File: src/rtl/mct_pkg.sv
package mct_pkg;
   localparam int SRC_SEL_W  = 3;
   localparam int SRC_N      = 1 << SRC_SEL_W;
   localparam int CLK_CTRL_W = 7;

   localparam logic [7:0] OFS_CLK   = 8'h00;
   localparam logic [7:0] OFS_CNT   = 8'h28;
   localparam logic [7:0] OFS_STAT  = 8'h34;
   localparam logic [7:0] OFS_IEN   = 8'h40;
   localparam logic [7:0] OFS_PRE   = 8'h4C;
   localparam logic [7:0] OFS_PCTL  = 8'h58;
   localparam logic [7:0] OFS_ICLR  = 8'h74;
   localparam logic [7:0] OFS_RUN   = 8'h84;
   localparam logic [7:0] OFS_MODE  = 8'h88;
   localparam logic [7:0] OFS_SNAP  = 8'hA4;

   // comparator registers interleave by timer and comparator index
   function automatic logic [7:0] match_ofs(int n, int m);
      return 8'(4 + 8 * n + 4 * (n + m));
   endfunction

   function automatic logic [7:0] tmr_ofs(logic [7:0] base, int n);
      return 8'(int'(base) + 4 * n);
   endfunction

   function automatic int csel_lo(int n);
      return (n == 0) ? 0 : ((n == 1) ? 2 : 5);
   endfunction

   function automatic int csel_w(int n);
      return (n == 1) ? 3 : 2;
   endfunction
endpackage

File: src/rtl/mct_channel.sv
module mct_channel #(
   parameter int CW = 32,
   parameter int NC = 3
) (
   input  logic                  clk,
   input  logic                  rst_n,
   input  logic                  tick,
   input  logic                  run,
   input  logic                  start,
   input  logic                  periodic,
   input  logic [CW-1:0]         preload,
   input  logic [NC-1:0][CW-1:0] match_val,
   input  logic [NC-1:0]         clr,
   input  logic [NC-1:0]         ien,
   output logic [CW-1:0]         count,
   output logic [NC-1:0]         status,
   output logic                  irq
);
   logic          step;
   logic [NC-1:0] hit;

   assign step = run && tick;

   for (genvar m = 0; m < NC; m++) begin : g_cmp
      assign hit[m] = step && (count == match_val[m]);
   end

   always_ff @(posedge clk or negedge rst_n) begin
      if (!rst_n) begin
         count  <= '0;
         status <= '0;
      end else begin
         if (start)
            count <= preload;
         else if (step)
            count <= (periodic && hit[0]) ? preload : count + 1'b1;
         status <= (status & ~clr) | hit;
      end
   end

   assign irq = |(status & ien);
endmodule

File: src/rtl/mct_snap.sv
module mct_snap #(
   parameter int CW  = 32,
   parameter int DLY = 2
) (
   input  logic          clk,
   input  logic          rst_n,
   input  logic          req,
   input  logic [CW-1:0] live,
   output logic [CW-1:0] snap
);
   logic [DLY-1:0] pipe;

   if (DLY < 1) begin : g_bad_dly
      $error("mct_snap: DLY must be at least 1");
   end

   if (DLY == 1) begin : g_one
      always_ff @(posedge clk or negedge rst_n)
         if (!rst_n) pipe <= '0;
         else        pipe <= req;
   end else begin : g_many
      always_ff @(posedge clk or negedge rst_n)
         if (!rst_n) pipe <= '0;
         else        pipe <= {pipe[DLY-2:0], req};
   end

   always_ff @(posedge clk or negedge rst_n) begin
      if (!rst_n)             snap <= '0;
      else if (pipe[DLY-1])   snap <= live;
   end
endmodule

File: src/rtl/mct_timer.sv
module mct_timer
   import mct_pkg::*;
#(
   parameter int N_TMR    = 3,
   parameter int N_CMP    = 3,
   parameter int CW       = 32,
   parameter int AW       = 8,
   parameter int DW       = 32,
   parameter int SNAP_DLY = 2
) (
   input  logic             clk,
   input  logic             rst_n,
   input  logic [SRC_N-1:0] tick_src,
   input  logic [AW-1:0]    bus_addr,
   input  logic             bus_we,
   input  logic [DW-1:0]    bus_wdata,
   output logic [DW-1:0]    bus_rdata,
   output logic [N_TMR-1:0] irq
);
   if (N_TMR != 3 || N_CMP != 3) begin : g_bad_count
      $error("mct_timer: the address map fixes three timers of three comparators");
   end
   if (DW < CW || AW != 8) begin : g_bad_width
      $error("mct_timer: data must hold a count and addresses are 8 bits");
   end

   logic [CLK_CTRL_W-1:0]                clk_ctrl_q;
   logic [N_TMR-1:0]                     run_q, mode_q, pctl_q;
   logic [N_TMR-1:0][CW-1:0]             pre_q, cnt, snap;
   logic [N_TMR-1:0][N_CMP-1:0][CW-1:0]  match_q;
   logic [N_TMR-1:0][N_CMP-1:0]          ien_q, status, clr;
   logic [N_TMR-1:0]                     tick, start, periodic, snap_req;
   logic                                 wr_run;

   assign wr_run = bus_we && (bus_addr == AW'(OFS_RUN));

   always_ff @(posedge clk or negedge rst_n) begin
      if (!rst_n) begin
         clk_ctrl_q <= '0;
         run_q      <= '0;
         mode_q     <= '0;
         pctl_q     <= '0;
         pre_q      <= '0;
         match_q    <= '0;
         ien_q      <= '0;
      end else begin
         if (bus_we && bus_addr == AW'(OFS_CLK))  clk_ctrl_q <= bus_wdata[CLK_CTRL_W-1:0];
         if (wr_run)                              run_q      <= bus_wdata[N_TMR-1:0];
         if (bus_we && bus_addr == AW'(OFS_MODE)) mode_q     <= bus_wdata[N_TMR-1:0];
         for (int n = 0; n < N_TMR; n++) begin
            if (bus_we && bus_addr == AW'(tmr_ofs(OFS_PRE, n)))  pre_q[n]  <= bus_wdata[CW-1:0];
            if (bus_we && bus_addr == AW'(tmr_ofs(OFS_PCTL, n))) pctl_q[n] <= bus_wdata[0];
            if (bus_we && bus_addr == AW'(tmr_ofs(OFS_IEN, n)))  ien_q[n]  <= bus_wdata[N_CMP-1:0];
            for (int m = 0; m < N_CMP; m++)
               if (bus_we && bus_addr == AW'(match_ofs(n, m))) match_q[n][m] <= bus_wdata[CW-1:0];
         end
      end
   end

   for (genvar n = 0; n < N_TMR; n++) begin : g_tmr
      localparam int LO = csel_lo(n);
      localparam int W  = csel_w(n);
      logic [SRC_SEL_W-1:0] sel;

      assign sel         = SRC_SEL_W'(clk_ctrl_q[LO +: W]);
      assign tick[n]     = tick_src[sel];
      assign start[n]    = wr_run && bus_wdata[n] && !run_q[n];
      assign periodic[n] = !mode_q[n] && pctl_q[n];
      assign snap_req[n] = bus_we && (bus_addr == AW'(tmr_ofs(OFS_SNAP, n)));
      assign clr[n]      = (bus_we && bus_addr == AW'(tmr_ofs(OFS_ICLR, n))) ?
                           bus_wdata[N_CMP-1:0] : '0;

      mct_channel #(.CW(CW), .NC(N_CMP)) u_chan (
         .clk       (clk),
         .rst_n     (rst_n),
         .tick      (tick[n]),
         .run       (run_q[n]),
         .start     (start[n]),
         .periodic  (periodic[n]),
         .preload   (pre_q[n]),
         .match_val (match_q[n]),
         .clr       (clr[n]),
         .ien       (ien_q[n]),
         .count     (cnt[n]),
         .status    (status[n]),
         .irq       (irq[n])
      );

      mct_snap #(.CW(CW), .DLY(SNAP_DLY)) u_snap (
         .clk   (clk),
         .rst_n (rst_n),
         .req   (snap_req[n]),
         .live  (cnt[n]),
         .snap  (snap[n])
      );
   end

   always_comb begin
      bus_rdata = '0;
      if (bus_addr == AW'(OFS_CLK))  bus_rdata = DW'(clk_ctrl_q);
      if (bus_addr == AW'(OFS_RUN))  bus_rdata = DW'(run_q);
      if (bus_addr == AW'(OFS_MODE)) bus_rdata = DW'(mode_q);
      for (int n = 0; n < N_TMR; n++) begin
         if (bus_addr == AW'(tmr_ofs(OFS_CNT, n)))  bus_rdata = DW'(cnt[n]);
         if (bus_addr == AW'(tmr_ofs(OFS_STAT, n))) bus_rdata = DW'(status[n]);
         if (bus_addr == AW'(tmr_ofs(OFS_IEN, n)))  bus_rdata = DW'(ien_q[n]);
         if (bus_addr == AW'(tmr_ofs(OFS_PRE, n)))  bus_rdata = DW'(pre_q[n]);
         if (bus_addr == AW'(tmr_ofs(OFS_PCTL, n))) bus_rdata = DW'(pctl_q[n]);
         if (bus_addr == AW'(tmr_ofs(OFS_SNAP, n))) bus_rdata = DW'(snap[n]);
         for (int m = 0; m < N_CMP; m++)
            if (bus_addr == AW'(match_ofs(n, m))) bus_rdata = DW'(match_q[n][m]);
      end
   end
endmodule

File: config.mk
export PLATFORM = sky130hd
export DESIGN_NAME = mct_timer
export DESIGN_NICKNAME = d
export VERILOG_FILES = /design/src/rtl/mct_pkg.sv /design/src/rtl/mct_channel.sv /design/src/rtl/mct_snap.sv /design/src/rtl/mct_timer.sv
export SDC_FILE = /design/constraint.sdc
export NUM_CORES = 1
export LEC_CHECK = 0
export BUFFER_PORTS_ARGS = -buffer_cell sky130_fd_sc_hd__buf_2
export CORE_UTILIZATION = 44
export CTS_CLUSTER_SIZE = 10
export DETAILED_ROUTE_END_ITERATION = 8
export HOLD_SLACK_MARGIN = 0.03
export SLEW_MARGIN = 20
export SYNTH_ARGS = -nofsm -noshare
export SYNTH_HDL_FRONTEND = slang
export SYNTH_SLANG_ARGS = --single-unit
File: constraint.sdc
create_clock -name clk -period 6.4 [get_ports clk]
set_clock_uncertainty 0.15 [all_clocks]
set_input_delay 1.92 -clock clk [delete_from_list [all_inputs] [get_ports clk]]
set_output_delay 1.92 -clock clk [all_outputs]
set_load 0.01 [all_outputs]
==> results of run 1 <==
## power by group
part / total [µW] / internal [µW] / switching (µW)
combinational: 848 / 315 / 533
sequential: 4290 / 4050 / 235
clock: 4150 / 2410 / 1750
## flip-flops by register name (all words and copies together), names as in the netlist
name / count
clk_ctrl_q: 7
g_tmr.u_snap.snap: 96
mode_q: 3
ien_q: 9
g_tmr.u_chan.status: 9
g_tmr.u_snap.pipe: 6
pre_q: 96
match_q: 288
pctl_q: 3
g_tmr.u_chan.count: 96
run_q: 3
## cell families (layout without fill, tap and decap cells)
| kind of cell | count (synthesis) | count (layout) | synth area share |
|---|---|---|---|
| buffers and inverters | 358 | 577 | 0.0442 |
| muxes | 466 | 466 | 0.156 |
| DFF | 616 | 616 | 0.456 |
| AOI/OAI and AO/OA | 731 | 731 | 0.150 |
| other | 0 | 1 | 0 |
| adders and majority gates | 3 | 3 | 0.00111 |
| and+or+nand+nor | 772 | 772 | 0.117 |
| xor gates and xnor gates | 293 | 293 | 0.0759 |
## per-layer routing
layer,vias up,part of all wire
li1,12300,-
met1,15500,0.41
met2,1930,0.43
met3,390,0.11
met4,2,0.050
met5,-,0.000067
## layout make-up
| class | count | area [µm²] | share of cell area |
|---|---|---|---|
| inverters | 30 | 113 | 0.00278 |
| clock inverters | 9 | 169 | 0.00416 |
| repair buffers | 433 | 3830 | 0.0944 |
| clock buffers | 105 | 2140 | 0.0528 |
| well taps | 1030 | 1290 | 0.0318 |
| multi-input cells | 2265 | 17600 | 0.434 |
| flip-flops and latches | 616 | 15400 | 0.380 |
| diodes | 1 | 2.50 | 0.0000617 |
## how the worst max path moves through the flow
stage / slack [ns] / cells after the start / endpoint / from
finish: -0.06 / 12 / bus_rdata[24] / bus_addr[3]
global route: -0.1 / 11 / bus_rdata[5] / bus_addr[5]
CTS: -0.06 / 11 / bus_rdata[3] / bus_addr[4]
detailed placement: -0.40 / 11 / bus_rdata[8] / bus_addr[3]
global placement: -0.42 / 11 / bus_rdata[8] / bus_addr[3]
floorplan: 0.35 / 10 / bus_rdata[2] / bus_addr[1]
## synthesized netlist by cell type (22+ instances only)
cell type,instances
buf_2,73
nand3_1,86
nor2_1,131
xor2_1,227
a221oi_1,66
a21oi_1,144
inv_1,30
buf_1,25
dfrtp_1,616
nor3_1,35
mux2_2,452
o221ai_1,41
and3_1,25
o21ai_0,181
nor4_1,82
xnor2_1,66
a22oi_1,35
a222oi_1,35
o22ai_1,23
nand4_1,61
clkbuf_1,220
nand2_1,242
a22o_1,22
## worst max-delay path: stages
cell and delay (ns):
buf_4 0.14, or4b_4 0.20, buf_6 0.14, nor2_4 0.05, buf_6 0.13, buf_12 0.14
buf_6 0.15, a222oi_1 0.51, nand3_1 0.40, nor2_2 0.32, o21ai_1 0.10, buf_2 0.16
## metrics by stage
step                instances  area (µm²)  hold WS (ns)
floorplan                3239       33800         0.181
detailed placement       4337       37100         0.188
global route             4488       40600         0.209
CTS                      4464       40000         0.202
global placement         4337       37100         0.186
finish                   4489       40600         0.202
## what timing repair did
action,in CTS,in global routing
resized for setup,106,69
hold buffers,0,0
cloned,1,5
pin swaps,34,43
endpoints found under the setup margin,32,31
buffers inserted,12,22
hold endpoints to repair,0,0
==> flow_summary.json, run 1 <==
{
  "violations": "setup timing",
  "postRouteAntennaNets": 0,
  "dr_total_vias": 30100,
  "holdPathEnd": "g_tmr[1].u_snap.pipe[1]",
  "max_clock_freq_mhz": 155,
  "port_buffers": 85,
  "drc": 0,
  "cts.clk_slew.worst_paths_ns": 0.05,
  "die_w_um": 279,
  "drive_gt1_frac": 0.324,
  "synth_edf_count": 0,
  "dpl.hpwl_mm": 109,
  "p_per_area_nw_per_um2": 229,
  "clockBufferDepth": 3,
  "routed_wl_mm": 148,
  "groute.usage.overall": 0.376,
  "rrSetupSlack_ns": 1.77,
  "vdd_drop_max_mv": 0.243,
  "hold_path_depth": 0,
  "async_reset_ff_frac": 1.00,
  "end_kind": "primary output",
  "synth_seq_area_share": 0.456,
  "cts_buffers": 76,
  "antenna_found_initial": 8,
  "die_h_um": 279,
  "synth_cell_types": 91,
  "synthTopCellsByArea": "dfrtp_1 46%, mux2_2 15%, xor2_1 5.9%, nand2_1 2.7%, o21ai_0 2.7%",
  "synth_top_area_frac": 0.456,
  "worstSetupPathType": "in2out",
  "relSlewSlack": 0.234,
  "grt_first_pass_wirelength_mm": 212,
  "initial_utilization": 0.445,
  "hp-class": "reg2reg",
  "r2r-start": "g_tmr[2].u_chan.count[27]",
  "status": "complete, but fails checks",
  "place_ws_ns": -0.401,
  "syn_to_final_growth_pct": 20.0,
  "final_util": 0.534,
  "min_period_ns": 6.46,
  "synth-seq-cells": 616,
  "wl_per_cell_um": 33.1,
  "drv_slew": 0,
  "busiest_layer": "met2",
  "grt_max_degree": 133,
  "cts_htree_levels": 3,
  "synth.largest_area_cell": "dfrtp_1",
  "synthCells": 3239,
  "n_fill_cell": 6690,
  "synth_area_um2": 33800,
  "grt.met3_usage": 0.0999,
  "die_area_um2": 77900,
  "r2r_cells": 7,
  "firstDrtPassIters": 7,
  "worst_slack_ns": -0.0620,
  "use_met2": 0.554,
  "leakagePower_uw": 0.0192,
  "cp.required_ns": 4.33,
  "drtIter0Drc": 3881,
  "grt_pass1_vias": 28800,
  "synth_flop_cell": "dfrtp_1",
  "hp-start": "g_tmr[1].u_snap.pipe[0]",
  "synth_nets": 3293,
  "grt_util_met1": 0.522,
  "cts.sinks": 616,
  "r2r-end": "g_tmr[2].u_chan.count[13]",
  "core_area_um2": 75900,
  "tns_ns": -0.194,
  "drt-vias-per-instance": 6.71,
  "layout_common_cells": "616 x dfrtp_1, 452 x mux2_2, 276 x buf_4",
  "final_common_cell": "dfrtp_1",
  "cts_tree": "yes",
  "num_io_pins": 86,
  "overflow": 0,
  "fin_nets": 3476,
  "p_total_uw": 9290,
  "avgSynthCellArea_um2": 10.4,
  "yosysWarnings": 0,
  "gp_congestion": 1.02,
  "tightest_slew_ns": 1.14,
  "maxCapViolations": 0,
  "clk_latency_ns": 0.64,
  "worstPathMaxFanout": 13,
  "rsz0062_at_grt": "yes",
  "setup_viol": 6,
  "critPathLaunchType": "primary input",
  "cts_root_buf": "clkbuf_16",
  "hold_viol_final": 0,
  "rows": 101,
  "post-route-period-util": 1.01,
  "cp.arrival_ns": 4.39
}
No activity file was read; power rests on OpenSTA's default activity.
==> inputs of run 2 (changes only) <==
--- a/config.mk
+++ b/config.mk
@@ -10,6 +10,7 @@
 export CTS_CLUSTER_SIZE = 10
 export DETAILED_ROUTE_END_ITERATION = 8
 export HOLD_SLACK_MARGIN = 0.03
+export MAX_ROUTING_LAYER = met4
 export SLEW_MARGIN = 20
 export SYNTH_ARGS = -nofsm -noshare
 export SYNTH_HDL_FRONTEND = slang
==> flow_summary.json, run 2 (synthesis gave the netlist of run 1 again) <==
{
  "status": "complete, but fails checks",
  "violations": "setup timing",
  "crit_path_max_incr_delay_ns": 0.59,
  "overflow": 0,
  "cp.required_ns": 4.33,
  "rsz0062_at_grt": "yes",
  "worstPathMaxFanout": 8,
  "initial_utilization": 0.445,
  "groute.usage.overall": 0.400,
  "die_w_um": 279,
  "critical-path-top-delay-family": "simple AND/OR/NAND/NOR gates",
  "wl_per_cell_um": 33.9,
  "grt_max_degree": 136,
  "drtIter0Drc": 4080,
  "fin_nets": 3482,
  "cts_buffers": 75,
  "syn_to_final_growth_pct": 19.9,
  "postRouteAntennaNets": 0,
  "routed_wl_mm": 153,
  "critPathLaunchType": "primary input",
  "port_buffers": 85,
  "p_total_uw": 9190,
  "relSlewSlack": 0.156,
  "max_clock_freq_mhz": 154,
  "p_int_uw": 6690,
  "drv_slew": 0,
  "die_h_um": 279,
  "clk_latency_ns": 0.63,
  "num_io_pins": 86,
  "firstDrtPassIters": 9,
  "worstSetupPathType": "in2out",
  "hold_viol_final": 0,
  "post-route-period-util": 1.02,
  "n_fill_cell": 6788,
  "crit_chain": "buf_12, or4_4, buf_6, nor2_4, buf_6, buf_6, a221oi_1, a311oi_1, buf_4, a211oi_2, o211a_1, nor3_4, buf_2",
  "drt-vias-per-instance": 6.68,
  "end_kind": "primary output",
  "layout_common_cells": "616 x dfrtp_1, 452 x mux2_2, 293 x buf_4",
  "cts.sinks": 616,
  "cts_root_buf": "clkbuf_16",
  "core_area_um2": 75900,
  "busiest_layer": "met2",
  "die_area_um2": 77900,
  "grt_pass1_vias": 28700,
  "antenna_found_initial": 11,
  "dpl.hpwl_mm": 113,
  "dr_total_vias": 30000,
  "cp.arrival_ns": 4.44,
  "grt_first_pass_wirelength_mm": 217,
  "drive_gt1_frac": 0.328,
  "gp_congestion": 1.05,
  "critical-path-slowest-cell": "or4_4",
  "combPwrFrac": 0.092,
  "p_seq_frac": 0.468,
  "cp.buffers_inverters": 6,
  "rows": 101,
  "leakagePower_uw": 0.0191,
  "cts_tree": "yes",
  "cpMostUsedCell": "buf_6",
  "switching_share": 0.272,
  "hp-class": "reg2reg",
  "largest_reg_flops": 288,
  "final_util": 0.533,
  "setup_viol": 7,
  "clockBufferDepth": 3,
  "worst_slack_ns": -0.112,
  "clockPowerShare": 0.440,
  "cts.clk_slew.worst_paths_ns": 0.06,
  "cts_htree_levels": 3,
  "use_met2": 0.568,
  "regMostFlops": "match_q",
  "maxCapViolations": 0,
  "tightest_slew_ns": 1.26,
  "grt_util_met1": 0.566,
  "place_ws_ns": -0.454,
  "min_period_ns": 6.51,
  "vdd_drop_max_mv": 0.189,
  "p_sw_uw": 2500,
  "grt.met3_usage": 0.0796,
  "drc": 0,
  "final_common_cell": "dfrtp_1",
  "p_per_area_nw_per_um2": 227
}
[run 2: final timing paths]
kind / startpoint / end / slack, ns / cells after the start
worst min register to register: g_tmr[0].u_snap.pipe[0] / g_tmr[0].u_snap.pipe[1] / 0.20 / 0
worst max-delay path: bus_addr[6] / bus_rdata[6] / -0.11 / 13
min in group asynchronous: rst_n / clk_ctrl_q[0] / 1.16 / 1
max in group asynchronous: rst_n / match_q[112] / 3.59 / 2
worst min-delay path: g_tmr[0].u_snap.pipe[0] / g_tmr[0].u_snap.pipe[1] / 0.20 / 0
worst max register to register: g_tmr[1].u_chan.count[29] / g_tmr[1].u_chan.count[12] / 1.81 / 9
[run 2: power groups by stage]
stage / combinational, µW / clock [µW] / sequential [µW]
final: 847 / 4040 / 4290
after global routing: 890 / 4210 / 4310
after CTS: 817 / 4070 / 4280
after detailed placement: 796 / 0 / 4350
after global placement: 788 / 0 / 4340
after floorplan: 447 / 0 / 4220
[run 2: layout make-up]
class	instances	area, µm²	area share
inverter	30	113	0.00278
sequential	616	15400	0.380
timing repair buffer	440	3810	0.0940
clock inverter	8	135	0.00334
clock buffer	99	2060	0.0509
tap	1030	1290	0.0318
antenna	9	22.5	0.000556
multi-input combinational	2265	17700	0.436
[run 2: through the flow]
stage / instances / cell area, µm² / hold WS, ns / setup TNS (ns)
after floorplan: 3239 / 33800 / 0.181 / 0
after detailed placement: 4336 / 37000 / 0.190 / -7.52
final: 4497 / 40500 / 0.203 / -0.512
after global placement: 4336 / 37000 / 0.186 / -7.05
after global routing: 4496 / 40500 / 0.224 / -0.647
after CTS: 4474 / 40100 / 0.208 / -0.175
[run 2: routing by layer]
layer | share of wire | routed length [µm]
met5 | 0 | 0
met1 | 0.43 | 65900
met2 | 0.43 | 65200
met4 | 0.042 | 6350
met3 | 0.099 | 15100
[run 2: repair_timing]
action	CTS	global route
resized for setup	132	64
gates cloned	1	0
buffers inserted	31	18
setup endpoints to repair	32	30
pin swaps	42	39
hold buffers	0	0
